===== src/rtl/mbox_hs_pkg.sv =====
package mbox_hs_pkg;
  // register map; the flag location and bit are decoded by both sides
  localparam int REG_DATA = 0;
  localparam int REG_CTRL = 1;
  localparam int REG_FLAG = 2;
  localparam int NUM_SHARED = 2;   // data and control/status cells
endpackage


===== src/rtl/mbox_hs_cell.sv =====
module mbox_hs_cell #(
  parameter int W = 8
) (
  input  logic         clk,
  input  logic         rst_n,
  input  logic         hi_we,
  input  logic [W-1:0] hi_d,
  input  logic         lo_we,
  input  logic [W-1:0] lo_d,
  output logic [W-1:0] q
);
  logic [W-1:0] q_r;
  logic [W-1:0] q_d;
  logic         q_en;

  // host side (hi) has priority over slave side (lo)
  always_comb begin
    q_en = hi_we | lo_we;
    q_d  = hi_we ? hi_d : lo_d;
  end

  always_ff @(posedge clk or negedge rst_n) begin
    if (!rst_n)    q_r <= '0;
    else if (q_en) q_r <= q_d;
  end

  assign q = q_r;
endmodule


===== src/rtl/mbox_hs_flag.sv =====
module mbox_hs_flag (
  input  logic clk,
  input  logic rst_n,
  input  logic host_set_wr,
  input  logic host_bit,
  input  logic slave_flag_wr,
  input  logic slave_bit,
  input  logic slave_flag_rd,
  input  logic irq_ack,
  output logic busy,
  output logic armed,
  output logic irq
);
  logic busy_r, busy_d, busy_en;
  logic arm_r, arm_d, arm_en;
  logic irq_r, irq_d, irq_en;
  logic set_req, clr_req, clr_ok, rd_hit;

  always_comb begin
    set_req = host_set_wr & host_bit;
    clr_req = slave_flag_wr & ~slave_bit;
    clr_ok  = clr_req & arm_r;
    rd_hit  = slave_flag_rd & busy_r;

    // host set wins over a simultaneous qualified clear
    busy_en = set_req | clr_ok;
    busy_d  = set_req;

    // any clear write consumes the permission; a read of 1 grants it
    arm_en  = clr_req | rd_hit;
    arm_d   = ~clr_req;

    irq_en  = (set_req & ~busy_r) | irq_ack;
    irq_d   = set_req & ~busy_r;
  end

  always_ff @(posedge clk or negedge rst_n) begin
    if (!rst_n)       busy_r <= 1'b0;
    else if (busy_en) busy_r <= busy_d;
  end

  always_ff @(posedge clk or negedge rst_n) begin
    if (!rst_n)      arm_r <= 1'b0;
    else if (arm_en) arm_r <= arm_d;
  end

  always_ff @(posedge clk or negedge rst_n) begin
    if (!rst_n)      irq_r <= 1'b0;
    else if (irq_en) irq_r <= irq_d;
  end

  assign busy  = busy_r;
  assign armed = arm_r;
  assign irq   = irq_r;
endmodule


===== src/rtl/mbox_hs_rdport.sv =====
module mbox_hs_rdport
  import mbox_hs_pkg::*;
#(
  parameter int W        = 8,
  parameter int AW       = 2,
  parameter int FLAG_BIT = 0
) (
  input  logic          clk,
  input  logic          rst_n,
  input  logic          rd,
  input  logic [AW-1:0] addr,
  input  logic [W-1:0]  data_q,
  input  logic [W-1:0]  ctrl_q,
  input  logic          busy,
  output logic [W-1:0]  rdata
);
  logic [W-1:0] sel_val;
  logic [W-1:0] rd_r;

  always_comb begin
    sel_val = '0;
    if (addr == AW'(REG_DATA))      sel_val = data_q;
    else if (addr == AW'(REG_CTRL)) sel_val = ctrl_q;
    else if (addr == AW'(REG_FLAG)) sel_val[FLAG_BIT] = busy;
  end

  always_ff @(posedge clk or negedge rst_n) begin
    if (!rst_n)  rd_r <= '0;
    else if (rd) rd_r <= sel_val;
  end

  assign rdata = rd_r;
endmodule


===== src/rtl/mbox_hs.sv =====
module mbox_hs
  import mbox_hs_pkg::*;
#(
  parameter int DATA_W   = 8,
  parameter int ADDR_W   = 2,
  parameter int FLAG_BIT = 0
) (
  input  logic              clk,
  input  logic              rst_n,
  input  logic [ADDR_W-1:0] host_addr,
  input  logic              host_wr,
  input  logic              host_rd,
  input  logic [DATA_W-1:0] host_wdata,
  output logic [DATA_W-1:0] host_rdata,
  input  logic [ADDR_W-1:0] slave_addr,
  input  logic              slave_wr,
  input  logic              slave_rd,
  input  logic [DATA_W-1:0] slave_wdata,
  output logic [DATA_W-1:0] slave_rdata,
  output logic              slave_irq,
  input  logic              slave_irq_ack
);
  logic [DATA_W-1:0] cell_q [NUM_SHARED];
  logic busy_w, armed_w;
  logic host_flag_sel, slave_flag_sel;

  assign host_flag_sel  = host_addr  == ADDR_W'(REG_FLAG);
  assign slave_flag_sel = slave_addr == ADDR_W'(REG_FLAG);

  for (genvar g = 0; g < NUM_SHARED; g++) begin : g_cell
    logic h_we, s_we;
    assign h_we = host_wr  & (host_addr  == ADDR_W'(g));
    assign s_we = slave_wr & (slave_addr == ADDR_W'(g));
    mbox_hs_cell #(.W(DATA_W)) u_cell (
      .clk   (clk),
      .rst_n (rst_n),
      .hi_we (h_we),
      .hi_d  (host_wdata),
      .lo_we (s_we),
      .lo_d  (slave_wdata),
      .q     (cell_q[g])
    );
  end

  mbox_hs_flag u_flag (
    .clk           (clk),
    .rst_n         (rst_n),
    .host_set_wr   (host_wr & host_flag_sel),
    .host_bit      (host_wdata[FLAG_BIT]),
    .slave_flag_wr (slave_wr & slave_flag_sel),
    .slave_bit     (slave_wdata[FLAG_BIT]),
    .slave_flag_rd (slave_rd & slave_flag_sel),
    .irq_ack       (slave_irq_ack),
    .busy          (busy_w),
    .armed         (armed_w),
    .irq           (slave_irq)
  );

  mbox_hs_rdport #(.W(DATA_W), .AW(ADDR_W), .FLAG_BIT(FLAG_BIT)) u_hrd (
    .clk    (clk),
    .rst_n  (rst_n),
    .rd     (host_rd),
    .addr   (host_addr),
    .data_q (cell_q[REG_DATA]),
    .ctrl_q (cell_q[REG_CTRL]),
    .busy   (busy_w),
    .rdata  (host_rdata)
  );

  mbox_hs_rdport #(.W(DATA_W), .AW(ADDR_W), .FLAG_BIT(FLAG_BIT)) u_srd (
    .clk    (clk),
    .rst_n  (rst_n),
    .rd     (slave_rd),
    .addr   (slave_addr),
    .data_q (cell_q[REG_DATA]),
    .ctrl_q (cell_q[REG_CTRL]),
    .busy   (busy_w),
    .rdata  (slave_rdata)
  );
endmodule


===== config.mk =====
export PLATFORM = sky130hd
export DESIGN_NAME = mbox_hs
export DESIGN_NICKNAME = d
export VERILOG_FILES = /design/src/rtl/mbox_hs_pkg.sv /design/src/rtl/mbox_hs_cell.sv /design/src/rtl/mbox_hs_flag.sv /design/src/rtl/mbox_hs_rdport.sv /design/src/rtl/mbox_hs.sv
export SDC_FILE = /design/constraint.sdc
export NUM_CORES = 1
export LEC_CHECK = 0
export BUFFER_PORTS_ARGS = -buffer_cell sky130_fd_sc_hd__clkbuf_2
export CORE_MARGIN = 2
export CORE_UTILIZATION = 55
export CTS_BUF_LIST = sky130_fd_sc_hd__clkbuf_4
export CTS_CLUSTER_SIZE = 24
export DETAILED_ROUTE_END_ITERATION = 6
export PLACE_DENSITY_LB_ADDON = 0.1
export SLEW_MARGIN = 10
export SYNTH_ARGS = -nofsm -noshare
export SYNTH_HDL_FRONTEND = slang
export SYNTH_SLANG_ARGS = --single-unit

===== constraint.sdc =====
create_clock -name clk -period 1.2 [get_ports clk]
set_input_delay 0.06 -clock clk [delete_from_list [all_inputs] [get_ports clk]]
set_output_delay 0.06 -clock clk [all_outputs]
set_load 0.005 [all_outputs]

==> qor.yml <==
floorplan:
  pin_count: 44
  initial_core_util: 0.5813
  die_area_sq_um: 3725
  row_count: 20
  die_x_um: 61.04
  die_h_um: 61.04
  fp.coreArea_sq_um: 3078
finish:
  syn2layout_area_growth_pct: 26.64
  diodes: 0
  nFillCells: 261
  stdcell_area_sq_um: 2266
  layout_common_cells: "43 x clkbuf_2, 35 x dfrtp_1, 33 x nand2_1"
  drive_above_1_share: 0.2792
  fin_cells: 284
  nets: 266
  final_common_cell: "clkbuf_2"
detailed_routing:
  wl_per_cell_um: 13.93
  wl_um: 3957
  drc: 0
  ant_nets: 0
  viasPerCell: 5.313
  vias: 1509
  first_pass_iters: 5
  drt_iter0_drc: 53
cts:
  clk_latency_ns: 0.34
  htreeDepth: 2
  root_buffer: "clkbuf_4"
  cts_tree: "done"
  cts.sinks: 35
  numCtsBuffers: 5
  cts.clk_slew.worst_paths_ns: 0.10
  clock_path_buffers: 2
global_route:
  grt_pass1_wl_um: 6727
  grt_pass1_vias: 1533
  antenna_found_initial: 0
  grt_usage: 0.2479
  grt_overflow: 0
  grt_max_degree: 36
power:
  p_leak_nw: 1.106
  power.total_mw: 2.984
  sw_frac_of_total: 0.2867
  switchingPower_mw: 0.8556
  sequentialPowerShare: 0.506
  power.share.clock: 0.276
  ir_worst_vdd_mv: 0.9743
  pwr-share-comb: 0.218
  p_int_mw: 2.129
  cellPowerDensity_nw_per_um2: 1317
sta:
  final_max_slew_viol_count: 0
  skew_ns: 0.003110
  max-slew-margin-rel: 0.7107
  finalSetupTns_ns: 0
  hold_viol: 0
  timing.final.ws_setup_ns: 0.1446
  max_freq_ghz: 0.9475
  rsz0062_at_grt: "false"
  worst_pin_slew_ns: 0.4340
  fin_crit_ns: 1.055
  fin_crit_sh: 0.8795
  setup_viol: 0
synth:
  ys.flop_type: "dfrtp_1"
  syn_nets: 207
  synth_area_leaders: "dfrtp_1 49%, mux2i_1 9.0%, nand2_1 6.9%"
  yosysUniqueCellTypes: 31
  yosysWarnings: 0
  syn_avg_cell_area_sq_um: 9.940
  async_flop_share: 1.000
  synth-edff-count: 0
  synth-seq-cells: 35
  synth_top_area_frac: 0.4895
  synth-seq-area-share: 0.4895
  synth_top_area_cell: "dfrtp_1"
  synthesis.area_sq_um: 1789
  syn_inst: 180
placement:
  dpl_worst_slack_ns: 0.1112
  dpl.hpwl_um: 2891
  io_buffers: 43
  placed_cell_area_sq_um: 2019
  dp.cells: 259
  gp_congestion: 0.8119
worst_setup_path:
  ff2ff_setup_slack_ns: 0.19
  cp.arrival_ns: 1.29
  cp-start-kind: "input port"
  required_ns: 1.44
  criticalPathCategory: "input port to register"
  cp-end-kind: "register"
  path_max_fanout: 3
outcome:
  outcome: "finished, final reports clean"
job:
  cap_violations: 0
min_path:
  min_path_type: "input port to register"
## area by class of cell
type / count / area, sq um / area share
clock inverter: 3 / 38.79 / 0.01712
inverter: 16 / 60.06 / 0.02650
timing repair buffer: 65 / 435.4 / 0.1922
clock buffer: 5 / 37.54 / 0.01657
sequential: 35 / 875.8 / 0.3865
tap: 44 / 55.05 / 0.02430
multi-input combinational: 116 / 763.2 / 0.3368
## sequential cells by signal, summed over array words and instances, names as in the netlist
register,count
u_hrd.rdata,8
g_cell.u_cell.q,16
u_flag.armed,1
u_flag.irq,1
u_srd.rdata,8
u_flag.busy,1
## kinds of logic (layout without fill, tap and decap cells)
group	after synthesis	count (layout)	synth area share
DFF	35	35	0.4895
AOI/OAI and AO/OA	37	37	0.1678
muxes	16	16	0.08951
buffers and inverters	29	89	0.08391
and+or+nand+nor	63	63	0.1692
## routing by layer
metal | up-vias | track usage | share of wire
li1 | 737 | - | -
met1 | 702 | 0.3224 | 0.45
met2 | 59 | 0.3875 | 0.47
met3 | 11 | 0.06303 | 0.052
met4 | 0 | 0.1211 | 0.025
met5 | - | 0 | 0
## power by group through the flow
stage	Clock, mW	Combinational, mW	Sequential (mW)
floorplan	0	0.383	1.50
finish	0.824	0.650	1.51
global route	0.892	0.734	1.54
detailed placement	0	0.608	1.54
global placement	0	0.586	1.52
CTS	0.828	0.651	1.51
## worst max-delay path, stage by stage
cell           delay, ns
dlygate4sd3_1       0.56
clkbuf_2            0.13
and4bb_1            0.29
nand2_1             0.07
a21bo_1             0.18
## metrics by stage
| stage | util | hold WS, ns |
|---|---|---|
| after global placement | 0.6561 | 0.1131 |
| after detailed placement | 0.6561 | 0.1194 |
| after CTS | 0.7329 | 0.0006180 |
| final | 0.7362 | 0.006840 |
| after global routing | 0.7362 | 0.01361 |
| after floorplan | - | -0.2356 |
## path summary, 6_finish.rpt
path / start / end / cells past startpoint
max: slave_wdata[0] / u_flag.busy / 5
min: host_wdata[0] / g_cell[1].u_cell.q[0] / 3
max reg2reg: g_cell[1].u_cell.q[0] / u_hrd.rdata[0] / 3
min reg2reg: u_srd.rdata[0] / u_srd.rdata[0] / 1
max in group asynchronous: rst_n / g_cell[1].u_cell.q[2] / 3
min in group asynchronous: rst_n / u_srd.rdata[0] / 3
## synthesized netlist by cell type (4+ instances only)
cell type and number:
nor2_1 16, clkbuf_1 4, a31oi_2 7, dfrtp_1 35
o22ai_1 15, a31oi_1 8, mux2i_1 16, nand2_1 33
buf_2 5, inv_1 16
## timing repair
action,CTS,global route
hold buffers,16,1
buffers inserted,0,0
resized for setup,0,0
endpoints found under the hold margin,50,1
No activity file was read; power rests on OpenSTA's default activity.
